--- src/rtl/baudgen_pkg.sv ---
package baudgen_pkg;
  localparam int SEL_W = 3;

  // Strobes from the prescaler/select control into the divider datapath
  typedef struct packed {
    logic             clear;    // synchronous clear of the halving chain
    logic             tick;     // prescaler terminal count this cycle
    logic             preHigh;  // prescaler square-wave phase
    logic [SEL_W-1:0] sel;      // registered, clamped tap index
  } ctrl_t;
endpackage

--- src/rtl/baudgen_ctrl.sv ---
module baudgen_ctrl
  import baudgen_pkg::*;
#(
  parameter int PRE_DIV  = 13,
  parameter int PRE_HIGH = 7,
  parameter int NUM_DIV  = 5
) (
  input  logic             clk,
  input  logic             rst,
  input  logic [SEL_W-1:0] rateSel,
  output ctrl_t            ctrlBus
);
  localparam int CNT_W   = $clog2(PRE_DIV);
  localparam int LAST    = PRE_DIV - 1;
  localparam int LOW_LEN = PRE_DIV - PRE_HIGH;

  logic [CNT_W-1:0] preCnt;
  logic [SEL_W-1:0] selReg;
  logic [SEL_W-1:0] selClamp;
  logic             termCnt;

  assign termCnt  = (preCnt == CNT_W'(LAST));
  assign selClamp = (rateSel > SEL_W'(NUM_DIV)) ? SEL_W'(NUM_DIV) : rateSel;

  always_ff @(posedge clk) begin
    if (rst) begin
      preCnt <= '0;
      selReg <= selClamp;
    end else if (termCnt) begin
      preCnt <= '0;
      selReg <= selClamp;
    end else begin
      preCnt <= preCnt + 1'b1;
    end
  end

  always_comb begin
    ctrlBus.clear   = rst;
    ctrlBus.tick    = termCnt;
    ctrlBus.preHigh = (preCnt >= CNT_W'(LOW_LEN));
    ctrlBus.sel     = selReg;
  end
endmodule

--- src/rtl/baudgen_dp.sv ---
module baudgen_dp
  import baudgen_pkg::*;
#(
  parameter int NUM_DIV = 5
) (
  input  logic  clk,
  input  ctrl_t ctrlBus,
  output logic  baudClk,
  output logic  baudStb
);
  localparam int NUM_TAPS = NUM_DIV + 1;

  logic [NUM_DIV-1:0]  divCnt;
  logic [NUM_TAPS-1:0] tapClk;
  logic [NUM_TAPS-1:0] tapStb;

  always_ff @(posedge clk) begin
    if (ctrlBus.clear) divCnt <= '0;
    else if (ctrlBus.tick) divCnt <= divCnt + 1'b1;
  end

  for (genvar k = 0; k < NUM_TAPS; k++) begin : g_tap
    if (k == 0) begin : g_pre
      assign tapClk[k] = ctrlBus.preHigh;
      assign tapStb[k] = ctrlBus.tick;
    end else begin : g_half
      assign tapClk[k] = divCnt[k-1];
      assign tapStb[k] = ctrlBus.tick & (&divCnt[k-1:0]);
    end
  end

  assign baudClk = tapClk[ctrlBus.sel];
  assign baudStb = tapStb[ctrlBus.sel];
endmodule

--- src/rtl/baudgen_top.sv ---
module baudgen_top
  import baudgen_pkg::*;
#(
  parameter int PRE_DIV  = 13,
  parameter int PRE_HIGH = 7,
  parameter int NUM_DIV  = 5
) (
  input  logic             clk,
  input  logic             rst,
  input  logic [SEL_W-1:0] rateSel,
  output logic             baudClk,
  output logic             baudStb
);
  ctrl_t            ctrlBus;
  logic             preTick;
  logic [SEL_W-1:0] selCur;

  baudgen_ctrl #(.PRE_DIV(PRE_DIV), .PRE_HIGH(PRE_HIGH), .NUM_DIV(NUM_DIV)) u_ctrl (
    .clk(clk), .rst(rst), .rateSel(rateSel), .ctrlBus(ctrlBus)
  );

  baudgen_dp #(.NUM_DIV(NUM_DIV)) u_dp (
    .clk(clk), .ctrlBus(ctrlBus), .baudClk(baudClk), .baudStb(baudStb)
  );

  assign preTick = ctrlBus.tick;
  assign selCur  = ctrlBus.sel;
endmodule

--- config.mk ---
export PLATFORM = sky130hd
export DESIGN_NAME = baudgen_top
export DESIGN_NICKNAME = d
export VERILOG_FILES = /design/src/rtl/baudgen_pkg.sv /design/src/rtl/baudgen_ctrl.sv /design/src/rtl/baudgen_dp.sv /design/src/rtl/baudgen_top.sv
export SDC_FILE = /design/constraint.sdc
export NUM_CORES = 1
export LEC_CHECK = 0
export CORE_UTILIZATION = 49
export CTS_CLUSTER_DIAMETER = 120
export CTS_CLUSTER_SIZE = 10
export DETAILED_ROUTE_END_ITERATION = 7
export PLACE_DENSITY = 0.72
export SYNTH_ARGS = -nofsm -noshare
export SYNTH_HDL_FRONTEND = slang
export SYNTH_SLANG_ARGS = --single-unit
--- constraint.sdc ---
create_clock -name clk -period 2.63 [get_ports clk]
set_input_delay 0.263 -clock clk [delete_from_list [all_inputs] [get_ports clk]]
set_output_delay 0.263 -clock clk [all_outputs]
set_load 0.01 [all_outputs]
Word-level counts from Yosys, hierarchy flattened
Cells that the tools add are included.

word-level totals
  bits in read-only memories = 0
  flip-flop bits (word level) = 12
  input port bits = 5
  memory bits (writable) = 0
  memories kept = 0
  bits in latches = 0
  word-level logic and storage cells = 27

operators by class
  magnitude comparators = 3
  reduce and logical (&&, ||, !) cells = 6
  equality and inequality tests = 1
  shifts and indexed selects = 0
  bitwise logic cells = 5
  $mul = 0
  multiplexer cells = 7
  add/sub/neg operators = 2
  divide/modulo/power cells = 0

operators by type and width
  kind                                                        number
  two-way mux 3 bit                                           3
  binary-select mux 1 bit (select 3 bit)                      2
  adder 5 x 1 -> 5 bit, second input constant                 1
  AND 1 bit                                                   5
  AND reduction 5 bit                                         1
  adder 4 x 1 -> 4 bit, second input constant                 1
  equality test 4 bit, second input constant                  1
  >= comparator 4 x 3 -> 1 bit, second input constant         1
  less-than comparator 3 x 4 -> 1 bit, second input constant  1
  AND reduction 4 bit                                         1
  greater-than comparator 3 bit, second input constant        1
  AND reduction 3 bit                                         1
  two-way mux 1 bit                                           2
  AND reduction 2 bit                                         1
  nonzero test 2 bit                                          1
  OR reduction 2 bit                                          1

Longest topological paths before layout
  depth after elaboration = 4
  gate-level depth with buffers = 6

By module
Synthesis repeated with hierarchy kept, for this count alone.

second synthesis, totals
  cells, all modules = 65
  area total of the unflattened synthesis = 648.1 um^2

modules (own cells, without submodules)
  module        times used  area an instance (um^2)  cells an instance  sequential area each (um^2)
  baudgen_ctrl  1           327.8                    32                 170.2
  baudgen_dp    1           320.3                    33                 100.1

Worst setup path after synthesis
No wires, ideal clock.

  kind = register to output
  start point = register u_dp.divCnt[0]
  end point = output baudStb
  slack = 1146 ps
  cell stages (with the launch flop) = 7
  arrival = 1221 ps
  cell sequence = dfxtp_1 -> ha_1 -> and3_1 -> ha_1 -> nand2_1 -> a21oi_1 -> o21a_1

between the ends
  longest elaborated chain between the ends = 4
  elaborated cells on any way between the ends = 11

RTL lines
  what                                         line               text
  start: declaration                           baudgen_dp.sv:13   logic [NUM_DIV-1:0] divCnt;
  start signal: assignment                     baudgen_dp.sv:19   else if (ctrlBus.tick) divCnt <= divCnt + 1'b1;
  AND reduction 5 bit (tied with other cells)  baudgen_dp.sv:28   assign tapStb[k] = ctrlBus.tick & (&divCnt[k-1:0]);
  AND 1 bit                                    baudgen_dp.sv:28
  binary-select mux 1 bit (select 3 bit) *     baudgen_dp.sv:33   assign baudStb = tapStb[ctrlBus.sel];
  two-way mux 1 bit (implied by the code) *    baudgen_dp.sv:33
  end: declaration                             baudgen_top.sv:12  output logic baudStb

Mark *: on every way between the ends. The rest lies on a longest branch, timed or not. The select of a mux whose other input is x is not followed.

Worst setup path after layout
Ends and elaborated chain as after synthesis.

==> reports/results.ini <==
[outcome]
outcome=finished clean

[layout]
num_antenna_cells=0
fillers=102
drive_above_1_share=0.0658
nets=88
seq_area_um2=270
multi_input_area_um2=352
syn2layout_area_growth_pct=13.9

[timing]
finalWorstSetupSlack_ns=0.236
setup_viol=0
fin_crit_ns=2.39
slew_headroom=0.792
hold_viol=0
slew_violations=0
fin_crit_sh=0.910
rsz0062_at_grt=no
tns_ns=0
skew_ns=0.00542
worst_slew_pin_slew_ns=0.305
timing.fmax_mhz=418

[power_and_ir_drop]
power.density_mw_per_mm2=481
peakVddDrop_v=0.000290
p_leak_uw=0.000299

[synthesis]
syn_nets=80
yosysWarnings=0
synth_area_um2=647
synth_top_area_cell=dfxtp_1
async_flop_share=0
synth_top_area_share=0.279
synth_enable_flop_cells=3
synthTopCellsByArea=dfxtp_1 (28%), edfxtp_1 (14%), ha_1 (12%)
synth-main-ff-cell=dfxtp_1
syn_inst=69
postSynthAreaPerCell_um2=9.37
ys_types=28
synth-seq-cells=12
ys_seq_area_frac=0.418

[cts]
clockBufferDepth=2
clk_pin_slew_ns=0.08
postCtsHoldBufs=0
cts_tree=built
cts_buffers=3
root_buffer=clkbuf_4
post_cts_buffers=0
cts_resized=0
clock-sinks=12
clk_latency_ns=0.27
cts_max_level=1

[route]
first_pass_iters=4
drtIter0Drc=13
drt-vias-per-instance=5.61
vias=505
drc=0
antenna_left=0
detail_route.wl_per_cell_um=12.0
wl_mm=1.08

[global_route]
track_usage=0.183
grt_pass1_wl_mm=1.74
grt_pass1_vias=414
grt_max_degree=9
grt.overflow.total=0
antenna_found_initial=0

[die]
fp.dieH_um=38.3
initial_utilization=0.552
die_x_um=38.3
num_io_pins=7
die_area_mm2=0.00147
rows=12
design.core.area_mm2=0.00117

[setup_path]
critPathArrivalTime_ns=2.13
r2r-end=u_ctrl.selReg[1]$_SDFFCE_PN0P_
crit_type=reg2out
cp-start-kind=flip-flop
crit_required_ns=2.37
r2r_cells=4
cp-startpoint=u_dp.divCnt[0]$_SDFFE_PP0N_
endpoint_kind=output pin
timing.reg2reg.setup_slack_ns=1.18
critPathMaxFanout=5
r2r_start=u_ctrl.preCnt[0]$_SDFF_PP0_

[flow_run]
cap_violations=0

[hold_path]
hp-class=reg2reg
worstHoldEndpoint=u_dp.divCnt[4]$_SDFFE_PP0N_
min_from=u_dp.divCnt[4]$_SDFFE_PP0N_
worstHoldPathCells=2

[place]
dp_slack_ns=0.559
dp_hpwl_um=768
io_buffer_count=6
gp_congestion=0.813

-- cell usage in the layout, fill, tap and decap left out --
cell type	synthesis	layout
a311oi_1	1	1
nor2b_1	2	2
clkdlybuf4s50_1	0	6
a31oi_1	1	1
a211oi_1	1	1
o21a_1	1	1
inv_1	3	3
nand2b_1	1	1
a21oi_1	5	5
clkbuf_4	0	3
edfxtp_1	3	3
dfxtp_1	9	9
clkinv_1	0	1
or3_1	2	2
xnor2_1	2	2
nand3_2	1	1
nand4b_1	1	1
mux2i_1	3	3
and3_2	1	1
and3_1	1	1
or2b_1	1	1
o21ai_0	2	2
nand2_1	7	7
nand3_1	1	1
ha_1	6	6
a2111oi_0	1	1
nor2_1	6	6
a21o_1	2	2
nor3b_1	2	2
-- flip-flops by register name (all words and copies together), names as in the netlist --
register and flops:
u_dp.divCnt 5, u_ctrl.selReg 3, u_ctrl.preCnt 4
-- stage by stage --
stage / std cells / total power, uW / area (um^2) / utilization / hold slack, ns
after floorplan: 69 / 227 / 647 / - / 0.332
final: 90 / 355 / 737 / 0.629 / 0.485
after CTS: 90 / 360 / 737 / 0.629 / 0.488
after detailed placement: 86 / 240 / 711 / 0.607 / 0.476
after global routing: 90 / 376 / 737 / 0.629 / 0.508
after global placement: 86 / 240 / 711 / 0.607 / 0.462
-- worst max-delay path by stage --
stage | end | depth (start not counted)
floorplan | baudStb | 6
global placement | baudStb | 7
detailed placement | baudStb | 7
CTS | baudStb | 6
global route | baudStb | 6
finish | baudStb | 6
-- synthesized netlist by cell type (all sizes together), types with 2 or more instances --
master,count
inv,3
nor3b,2
or3,2
and3,2
nand3,2
dfxtp,9
mux2i,3
nand2,7
nor2b,2
xnor2,2
a21o,2
buf,2
nor2,6
a21oi,5
ha,6
edfxtp,3
o21ai,2
-- worst max-delay path: stages (launching register included) --
cell and delay (ns):
dfxtp_1 0.43, ha_1 0.24, ha_1 0.16, mux2i_1 0.07
a211oi_1 0.29, o21a_1 0.14, clkdlybuf4s50_1 0.52
-- report_power, final --
| group | internal, uW | switching [uW] | total (uW) |
|---|---|---|---|
| logic | 17.2 | 12.9 | 30.2 |
| clock network | 55.0 | 63.6 | 119 |
| registers | 196 | 9.72 | 206 |
| total | 268 | 86.3 | 355 |
-- layout make-up --
| cell class | count | share of cell area |
|---|---|---|
| flip-flops and latches | 12 | 0.367 |
| well taps | 14 | 0.0238 |
| clock inverters | 1 | 0.00509 |
| repair buffers | 6 | 0.0815 |
| multi-input cells | 51 | 0.477 |
| clock buffers | 3 | 0.0306 |
| inverters | 3 | 0.0153 |
-- layer usage --
layer	up-vias	wire [um]	track usage
li1	257	-	-
met1	234	537	0.244
met2	14	483	0.250
met3	0	64	0.105
met4	0	0	0.0517
met5	-	0	0
-- kinds of logic (layout without fill, tap and decap cells) --
kind of cell / count (synthesis) / after routing / synth area share
muxes: 3 / 3 / 0.0464
adders and majority gates: 6 / 6 / 0.116
DFF: 12 / 12 / 0.418
xor gates and xnor gates: 2 / 2 / 0.0271
and+or+nand+nor: 26 / 26 / 0.217
buffers and inverters: 6 / 13 / 0.0387
AOI/OAI and AO/OA: 14 / 14 / 0.137
Power figures use the tool's default switching activity.
